$ cat src/rtl/kw_pkg.sv
`timescale 1ns/1ps
package kw_pkg;
  typedef struct packed {
    logic pol_rise;
    logic enable;
  } key_cfg_t;

  function automatic logic key_term(input key_cfg_t cfg, input logic is_in, input logic lvl);
    return cfg.enable & is_in & ~(lvl ^ cfg.pol_rise);
  endfunction
endpackage

$ cat src/rtl/kw_sync.sv
`timescale 1ns/1ps
module kw_sync #(
  parameter int WIDTH  = 4,
  parameter int STAGES = 2
) (
  input  logic             clk,
  input  logic             rst,
  input  logic [WIDTH-1:0] d_async,
  output logic [WIDTH-1:0] d_sync
);
  logic [WIDTH-1:0] chain_q [STAGES];

  generate
    for (genvar s = 0; s < STAGES; s++) begin : g_stage
      always_ff @(posedge clk) begin
        if (rst) chain_q[s] <= '0;
        else if (s == 0) chain_q[s] <= d_async;
        else chain_q[s] <= chain_q[(s == 0) ? 0 : s-1];
      end
    end
  endgenerate

  assign d_sync = chain_q[STAGES-1];
endmodule

$ cat src/rtl/kw_merge.sv
`timescale 1ns/1ps
module kw_merge #(
  parameter int NUM_KEYS = 4
) (
  input  logic [2*NUM_KEYS-1:0] cfg_bits,
  input  logic [NUM_KEYS-1:0]   is_input,
  input  logic [NUM_KEYS-1:0]   lvl,
  output logic                  merged
);
  import kw_pkg::*;
  logic [NUM_KEYS-1:0] term;

  generate
    for (genvar k = 0; k < NUM_KEYS; k++) begin : g_term
      key_cfg_t cfg;
      assign cfg     = key_cfg_t'(cfg_bits[2*k +: 2]);
      assign term[k] = key_term(cfg, is_input[k], lvl[k]);
    end
  endgenerate

  assign merged = |term;
endmodule

$ cat src/rtl/kw_req_flag.sv
`timescale 1ns/1ps
module kw_req_flag (
  input  logic clk,
  input  logic rst,
  input  logic merged,
  input  logic clr,
  output logic merged_q,
  output logic pending
);
  logic rise;
  assign rise = merged & ~merged_q;

  always_ff @(posedge clk) begin
    if (rst) begin
      merged_q <= 1'b0;
      pending  <= 1'b0;
    end else begin
      merged_q <= merged;
      if (rise) pending <= 1'b1;
      else if (clr) pending <= 1'b0;
    end
  end
endmodule

$ cat src/rtl/kw_regs.sv
`timescale 1ns/1ps
module kw_regs #(
  parameter int          ADDR_W    = 8,
  parameter int          DATA_W    = 8,
  parameter int          CTRL_W    = 8,
  parameter logic [7:0]  CFG_ADDR  = 8'h98,
  parameter logic [7:0]  STAT_ADDR = 8'h99
) (
  input  logic              clk,
  input  logic              rst,
  input  logic [ADDR_W-1:0] addr,
  input  logic              wr_en,
  input  logic [DATA_W-1:0] wdata,
  input  logic              rd_en,
  input  logic              pending,
  output logic [DATA_W-1:0] rdata,
  output logic [CTRL_W-1:0] cfg_q,
  output logic              clr_pulse
);
  logic hit_cfg, hit_stat;
  logic [DATA_W-1:0] rd_mux;

  assign hit_cfg   = (addr == ADDR_W'(CFG_ADDR));
  assign hit_stat  = (addr == ADDR_W'(STAT_ADDR));
  assign clr_pulse = wr_en & hit_stat & ~wdata[0];

  always_ff @(posedge clk) begin
    if (rst) cfg_q <= '0;
    else if (wr_en && hit_cfg) cfg_q <= wdata[CTRL_W-1:0];
  end

  always_comb begin
    rd_mux = '0;
    if (hit_cfg) rd_mux[CTRL_W-1:0] = cfg_q;
    else if (hit_stat) rd_mux[0] = pending;
  end

  always_ff @(posedge clk) begin
    if (rst) rdata <= '0;
    else if (rd_en) rdata <= rd_mux;
  end
endmodule

$ cat src/rtl/keypad_wake_intc.sv
`timescale 1ns/1ps
module keypad_wake_intc #(
  parameter int         NUM_KEYS    = 4,
  parameter int         ADDR_W      = 8,
  parameter int         DATA_W      = 8,
  parameter int         SYNC_STAGES = 2,
  parameter logic [7:0] CFG_ADDR    = 8'h98,
  parameter logic [7:0] STAT_ADDR   = 8'h99
) (
  input  logic                clk,
  input  logic                rst,
  input  logic [ADDR_W-1:0]   bus_addr,
  input  logic                bus_wr_en,
  input  logic [DATA_W-1:0]   bus_wdata,
  input  logic                bus_rd_en,
  output logic [DATA_W-1:0]   bus_rdata,
  input  logic [NUM_KEYS-1:0] key_in,
  input  logic [NUM_KEYS-1:0] pin_is_input,
  output logic                irq_pending,
  output logic                key_wake
);
  localparam int CTRL_W = 2 * NUM_KEYS;

  logic [CTRL_W-1:0]   ctrl_q;
  logic [NUM_KEYS-1:0] key_sync;
  logic                merged_lvl;
  logic                merged_q;
  logic                clr_pulse;

  kw_regs #(
    .ADDR_W(ADDR_W), .DATA_W(DATA_W), .CTRL_W(CTRL_W),
    .CFG_ADDR(CFG_ADDR), .STAT_ADDR(STAT_ADDR)
  ) regs_i (
    .clk(clk), .rst(rst), .addr(bus_addr), .wr_en(bus_wr_en),
    .wdata(bus_wdata), .rd_en(bus_rd_en), .pending(irq_pending),
    .rdata(bus_rdata), .cfg_q(ctrl_q), .clr_pulse(clr_pulse)
  );

  kw_sync #(.WIDTH(NUM_KEYS), .STAGES(SYNC_STAGES)) sync_i (
    .clk(clk), .rst(rst), .d_async(key_in), .d_sync(key_sync)
  );

  kw_merge #(.NUM_KEYS(NUM_KEYS)) merge_sync_i (
    .cfg_bits(ctrl_q), .is_input(pin_is_input), .lvl(key_sync), .merged(merged_lvl)
  );

  kw_merge #(.NUM_KEYS(NUM_KEYS)) merge_raw_i (
    .cfg_bits(ctrl_q), .is_input(pin_is_input), .lvl(key_in), .merged(key_wake)
  );

  kw_req_flag flag_i (
    .clk(clk), .rst(rst), .merged(merged_lvl), .clr(clr_pulse),
    .merged_q(merged_q), .pending(irq_pending)
  );
endmodule

$ cat config.mk
export PLATFORM = sky130hd
export DESIGN_NAME = keypad_wake_intc
export DESIGN_NICKNAME = d
export VERILOG_FILES = /design/src/rtl/kw_pkg.sv /design/src/rtl/kw_sync.sv /design/src/rtl/kw_merge.sv /design/src/rtl/kw_req_flag.sv /design/src/rtl/kw_regs.sv /design/src/rtl/keypad_wake_intc.sv
export SDC_FILE = /design/constraint.sdc
export NUM_CORES = 1
export LEC_CHECK = 0
export BUFFER_PORTS_ARGS = -buffer_cell sky130_fd_sc_hd__clkbuf_2
export CAP_MARGIN = 10
export CORE_MARGIN = 3
export CORE_UTILIZATION = 50
export CTS_BUF_LIST = sky130_fd_sc_hd__clkbuf_16
export DETAILED_ROUTE_END_ITERATION = 12
export PLACE_DENSITY = 0.81
export SLEW_MARGIN = 20
export SYNTH_ARGS = -nofsm -noshare
export SYNTH_HDL_FRONTEND = slang
export SYNTH_SLANG_ARGS = --single-unit
$ cat constraint.sdc
create_clock -name clk -period 2.4 [get_ports clk]
set_input_delay 0.48 -clock clk [delete_from_list [all_inputs] [get_ports clk]]
set_output_delay 0.48 -clock clk [all_outputs]
set_load 0.02 [all_outputs]
==> results of run 1 <==
==> Yosys cell counts <==
cell type | instances | area share, %
nand2_1 | 1 | 0.37
nor4b_4 | 1 | 2.4
nand3_2 | 1 | 1.0
nand4_2 | 1 | 1.2
o31ai_1 | 1 | 0.75
mux2i_1 | 9 | 9.0
and4_1 | 1 | 0.87
or3b_1 | 1 | 0.87
xnor2_1 | 8 | 7.0
nor2_1 | 11 | 4.1
o311ai_0 | 1 | 0.87
and4bb_2 | 1 | 1.2
nand4_1 | 1 | 0.62
a22o_1 | 7 | 6.1
nor2b_1 | 9 | 5.6
inv_1 | 1 | 0.37
nand2b_1 | 1 | 0.62
a21oi_1 | 1 | 0.50
dfxtp_1 | 26 | 52
nand3_1 | 8 | 4.0
clkbuf_1 | 2 | 0.75
==> worst min path at each step <==
| stage | startpoint | endpoint | slack (ns) | depth (start not counted) |
|---|---|---|---|---|
| finish | flag_i.merged_q | flag_i.pending | 0.44 | 1 |
| global route | flag_i.merged_q | flag_i.pending | 0.44 | 1 |
| CTS | flag_i.merged_q | flag_i.pending | 0.43 | 1 |
| detailed placement | flag_i.merged_q | flag_i.pending | 0.41 | 1 |
| global placement | flag_i.merged_q | flag_i.pending | 0.40 | 1 |
| floorplan | flag_i.merged_q | flag_i.pending | 0.40 | 1 |
==> cells by family after synthesis <==
family	Yosys count	synth area share (%)
mux	9	8.967
flops	26	51.81
buf+inv	3	1.121
compound gates	10	8.219
xor+xnor	8	6.974
simple gates	37	22.91
==> layer usage <==
metal  GRT usage [%]  vias to the layer above
met5               0                        -
li1                -                      408
met2           32.61                       29
met1           21.11                      370
met3           2.332                       10
met4           13.00                        0
==> worst max-delay path: cells and delay by family, from the launching register on <==
family,cells,cell delay (ns)
buffers and inverters,1,0.18
flip-flops,1,0.42
AND/OR/NAND/NOR,2,0.23
XOR/XNOR,1,0.14
==> power groups by stage <==
stage                     logic, mW  registers [mW]  clock network, mW
after global placement       0.0484           0.449                  0
after detailed placement     0.0503           0.450                  0
after global routing         0.0563           0.440              0.493
after CTS                    0.0515           0.440              0.481
after floorplan              0.0207           0.449                  0
final                        0.0513           0.440              0.479
==> sequential cells by signal (all words and copies together) (netlist names) <==
register,count
flag_i.merged_q,1
sync_i.chain_q,8
flag_i.pending,1
regs_i.cfg_q,8
regs_i.rdata,8
==> final cells by class <==
| class | instances | area share, % |
|---|---|---|
| well taps | 25 | 2.372 |
| inverters | 1 | 0.2846 |
| clock buffers | 3 | 5.693 |
| multi-input cells | 64 | 35.86 |
| flip-flops and latches | 26 | 39.47 |
| repair buffers | 37 | 14.04 |
| clock inverters | 1 | 2.277 |
==> metrics by stage <==
step | instances | utilization [%] | power (mW) | hold WS, ns
after CTS | 157 | 73.19 | 0.9723 | 0.4267
final | 157 | 73.19 | 0.9703 | 0.4357
after global placement | 153 | 67.36 | 0.4977 | 0.4009
after floorplan | 93 | - | 0.4699 | 0.3957
after detailed placement | 153 | 67.36 | 0.4999 | 0.4149
after global routing | 157 | 73.19 | 0.9897 | 0.4415
==> flow_summary_export.csv, run 1 <==
group,metric,value,unit
final_layout,layout-drive-gt1-share,34.09,%
pwr,power_density,735.8,nW/µm²
logic_synthesis,yosys_warnings,0,
grt,antenna_found_initial,0,
setup_path,r2r-start,"regs_i.cfg_q[3]",
final_layout,multi_input_area,473.0,µm²
logic_synthesis,ys_seq_area_share,51.81,%
route,wl_met1,952,µm
clock_tree,htreeDepth,1,
grt,grt_start_max_net_pins,23,
clock_tree,clockRootBuffer,"clkbuf_16",
clock_tree,cts_hold_buf,0,
timing,post-route-period-util,71.15,%
pwr,p_int,0.7962,mW
route,remaining_drc_errors,0,
setup_path,worst-r2r-cell-count,4,
pwr,p_leak,0.6208,nW
route,wl_per_cell,14.38,µm
pwr,power_frac_seq,45.3,%
grt,grt_util_all_layers,18.72,%
setup_path,r2r_end,"flag_i.pending",
setup_path,slowest_stage,"dfxtp_1",
placed_design,io_buffers,37,
final_layout,layout_common_cells,"clkbuf_2, dfxtp_1, nor2_1",
outcome,status,"finished clean",
timing,fin_worst_skew,0.002555,ns
placed_design,gp_congestion,0.7438,
setup_path,cp-endpoint,"key_wake",
clock_tree,cts_resized,0,
final_layout,area_growth,31.26,%
final_layout,nets,161,
die,dieWidth,50.83,µm
setup_path,path_cells,"xnor2_1 -> nand3_1 -> nand4_1 -> clkbuf_2",
die,dieArea,2583,µm²
setup_path,cp-end-kind,"output pin",
setup_path,critPathLaunchType,"flip-flop",
setup_path,ff2ff_setup_slack,1.24,ns
clock_tree,clkLatencyLatePin,0.26,ns
clock_tree,cts_sinks,26,
route,met2_wirelength,1115,µm
timing,slew_headroom,67.49,%
timing,setup_tns,0,ns
placed_design,place_area,1214,µm²
final_layout,seq_area,520.5,µm²
grt,grt_pass1_wl,3608,µm
pwr,p_sw_share,17.95,%
route,antenna_left,0,
route,vias,817,
pwr,combPwrFrac,5.3,%
clock_tree,clk_path_buf_depth,2,
final_layout,final_common_cell,"clkbuf_2",
setup_path,worstSetupPathType,"flip-flop to output pin",
route,wl_met3,90,µm
placed_design,pre_cts_ws,0.7146,ns
timing,rsz0062_at_grt,"no",
setup_path,cp-startpoint,"regs_i.cfg_q[1]",
die,die_h,50.83,µm
setup_path,critPathRequiredTime,1.92,ns
die,coreArea,1802,µm²
logic_synthesis,synth.net_count,121,
pwr,switchingPower,0.1742,mW
logic_synthesis,syn_inst,93,
logic_synthesis,syn_avg_cell_area,10.80,µm²
min_path,hold_path_class,"flip-flop to flip-flop",
die,start_util,55.76,%
timing,fin_crit,1.708,ns
route,drtIter0Drc,6,
placed_design,hpwlAfterDp,1632,µm
logic_synthesis,ys_ff_latch,26,
timing,hold_violations,0,
die,io_pins,38,
timing,slew_violations,0,
setup_path,critical_path_arrival,1.23,ns
timing,worst_slack,0.6924,ns
clock_tree,cts_setup_buffers,0,
setup_path,cp_slowest_stage_delay,0.42,ns
die,rows,15,
final_layout,design_area,1319,µm²
route,top_layer_used,"met4",
logic_synthesis,synth_cell_types,21,
timing,fmax,0.5856,GHz
route,drt_first_pass_iters,4,
route,via_per_inst,5.204,
final_layout,nFillCells,128,
setup_path,crit_fanout,4,
clock_tree,clk_transition_reported_paths,0.06,ns
flow_run,cap_violations,0,
final_layout,insertedDiodeCount,0,
logic_synthesis,synth_area,1005,µm²
timing,tightest_slew,0.4877,ns
clock_tree,cts_tree,"done",
clock_tree,numCtsBuffers,3,
grt,grt_pass1_vias,842,
pwr,vdd_drop_max,0.5041,mV
grt,overflow,0,
timing,setup_violations,0,
route,drt-total-wl,2258,µm
pwr,clkPwrFrac,49.4,%
No activity file was read; power rests on OpenSTA's default activity.
==> run 2: changes to the inputs <==
--- a/config.mk
+++ b/config.mk
@@ -8,10 +8,10 @@
 export BUFFER_PORTS_ARGS = -buffer_cell sky130_fd_sc_hd__clkbuf_2
 export CAP_MARGIN = 10
 export CORE_MARGIN = 3
-export CORE_UTILIZATION = 50
+export CORE_UTILIZATION = 47
 export CTS_BUF_LIST = sky130_fd_sc_hd__clkbuf_16
 export DETAILED_ROUTE_END_ITERATION = 12
-export PLACE_DENSITY = 0.81
+export PLACE_DENSITY = 0.77
 export SLEW_MARGIN = 20
 export SYNTH_ARGS = -nofsm -noshare
 export SYNTH_HDL_FRONTEND = slang
==> constraint.sdc (replaced) <==
create_clock -name clk -period 1.8 [get_ports clk]
set_input_delay 0.36 -clock clk [delete_from_list [all_inputs] [get_ports clk]]
set_output_delay 0.36 -clock clk [all_outputs]
set_load 0.02 [all_outputs]
==> run 2 against run 1 <==
Worst setup slack lost 0.47 ns; highest routed layer is now met3; non-clock buffer count grew 1; final cell count grew 1.9%; die area grew 5.6%; via count decreased by 3.7%; clock power barely moved; sequential power rose by 33%; critical path depth stayed put.
==> flow_summary_export.csv, run 2 (synthesized netlist as in run 1, its figures left out) <==
group,metric,value,unit
outcome,status,"finished clean",
clock_tree,cts_resized,0,
route,drtIter0Drc,9,
setup_path,worstSetupPathType,"flip-flop to output pin",
clock_tree,cts_sinks,26,
setup_path,crit_fanout,4,
grt,gr-max-usage-layer,"met2",
route,remaining_drc_errors,0,
clock_tree,cts_hold_buf,0,
grt,use_met2,29.08,%
die,die_h,52.24,µm
clock_tree,clockRootBuffer,"clkbuf_16",
grt,grt_util_all_layers,16.71,%
final_layout,insertedDiodeCount,0,
setup_path,cp-end-kind,"output pin",
clock_tree,htreeDepth,1,
min_path,hold_path_class,"input port to flip-flop",
timing,hold_slack,0.3433,ns
grt,overflow,0,
grt,antenna_found_initial,0,
clock_tree,numCtsBuffers,3,
grt,use_met3,2.564,%
pwr,vdd_drop_max,0.5922,mV
setup_path,worst-r2r-cell-count,4,
timing,setup_tns,0,ns
clock_tree,clk_transition_reported_paths,0.06,ns
timing,fin_crit,1.582,ns
route,antenna_left,0,
final_layout,final_common_cell,"clkbuf_2",
final_layout,nFillCells,165,
clock_tree,clkLatencyLatePin,0.25,ns
die,coreArea,2002,µm²
grt,grtUsageMet1,20.61,%
setup_path,cp-startpoint,"regs_i.cfg_q[1]",
final_layout,nets,162,
timing,fin_worst_skew,0.001773,ns
timing,rsz0062_at_grt,"no",
timing,tightest_slew,0.4478,ns
clock_tree,clk_path_buf_depth,2,
flow_run,cap_violations,0,
placed_design,io_buffers,37,
final_layout,reg_top3,"regs_i.cfg_q: 8 flops, regs_i.rdata: 8 flops, sync_i.chain_q: 8 flops",
die,dieArea,2729,µm²
setup_path,r2r-start,"regs_i.cfg_q[3]",
die,dieWidth,52.24,µm
pwr,p_leak,0.6131,nW
final_layout,layout-drive-gt1-share,33.83,%
route,wl_per_cell,12.94,µm
setup_path,cp-endpoint,"key_wake",
die,start_util,50.19,%
final_layout,layout_common_cells,"clkbuf_2, dfxtp_1, nor2_1",
timing,slew_violations,0,
timing,slew_headroom,70.04,%
placed_design,hpwlAfterDp,1632,µm
clock_tree,cts_setup_buffers,0,
route,vias,787,
route,drt_first_pass_iters,4,
timing,hold_violations,0,
timing,setup_violations,0,
die,io_pins,38,
pwr,power_density,868.9,nW/µm²
grt,grt_pass1_wl,3360,µm
clock_tree,cts_tree,"done",
grt,grt_pass1_vias,755,
final_layout,area_growth,29.64,%
final_layout,final_util,65.06,%
placed_design,gp_congestion,0.7233,
setup_path,critPathRequiredTime,1.44,ns
route,drt-total-wl,2071,µm
setup_path,ff2ff_setup_slack,0.65,ns
route,via_per_inst,4.919,
grt,grt_start_max_net_pins,15,
timing,post-route-period-util,87.89,%
setup_path,critPathLaunchType,"flip-flop",
setup_path,critical_path_arrival,1.22,ns
timing,fmax,0.6321,GHz
min_path,holdPathStages,3,
die,rows,16,
setup_path,r2r_end,"flag_i.pending",
run 2: final cells by class:
cell class	instances	area (µm²)	area share, %
Clock buffer	3	75.07	5.764
Clock inverter	1	3.754	0.2882
Inverter	1	3.754	0.2882
Multi-Input combinational cell	64	473.0	36.31
Sequential cell	26	520.5	39.96
Tap cell	27	33.78	2.594
Timing Repair Buffer	38	192.7	14.79
run 2: power by group:
part	total [mW]	internal (mW)	switching [mW]
clock	0.476	0.296	0.180
combinational	0.0687	0.0370	0.0317
sequential	0.587	0.584	0.00269
total	1.13	0.917	0.214
run 2: worst min-delay path by stage:
stage / to / start
after floorplan: flag_i.pending / flag_i.merged_q
after global placement: flag_i.pending / flag_i.merged_q
after detailed placement: flag_i.pending / flag_i.merged_q
after CTS: regs_i.cfg_q[3] / bus_wdata[3]
after global routing: regs_i.cfg_q[6] / bus_wdata[6]
final: regs_i.cfg_q[3] / bus_wdata[3]
run 2: per-stage QoR:
step / instances / power [mW] / setup slack [ns] / instance area, µm²
finish: 160 / 1.132 / 0.2180 / 1303
global route: 160 / 1.167 / 0.1729 / 1303
CTS: 160 / 1.141 / 0.2323 / 1303
detailed placement: 156 / 0.6683 / 0.2551 / 1224
global placement: 156 / 0.6658 / 0.3129 / 1224
floorplan: 93 / 0.6265 / 0.4664 / 1005
run 2: worst max-delay path, stage by stage, from the launching register on:
cell and delay [ns]:
dfxtp_1 0.41, xnor2_1 0.14, nand3_1 0.10, nand4_1 0.13, clkbuf_2 0.19
run 2: routing by layer:
| layer | up-vias | share of wire (%) |
|---|---|---|
| met5 | - | 0 |
| met4 | 0 | 0 |
| met3 | 0 | 4.1 |
| met2 | 17 | 51 |
| met1 | 362 | 45 |
| li1 | 408 | - |
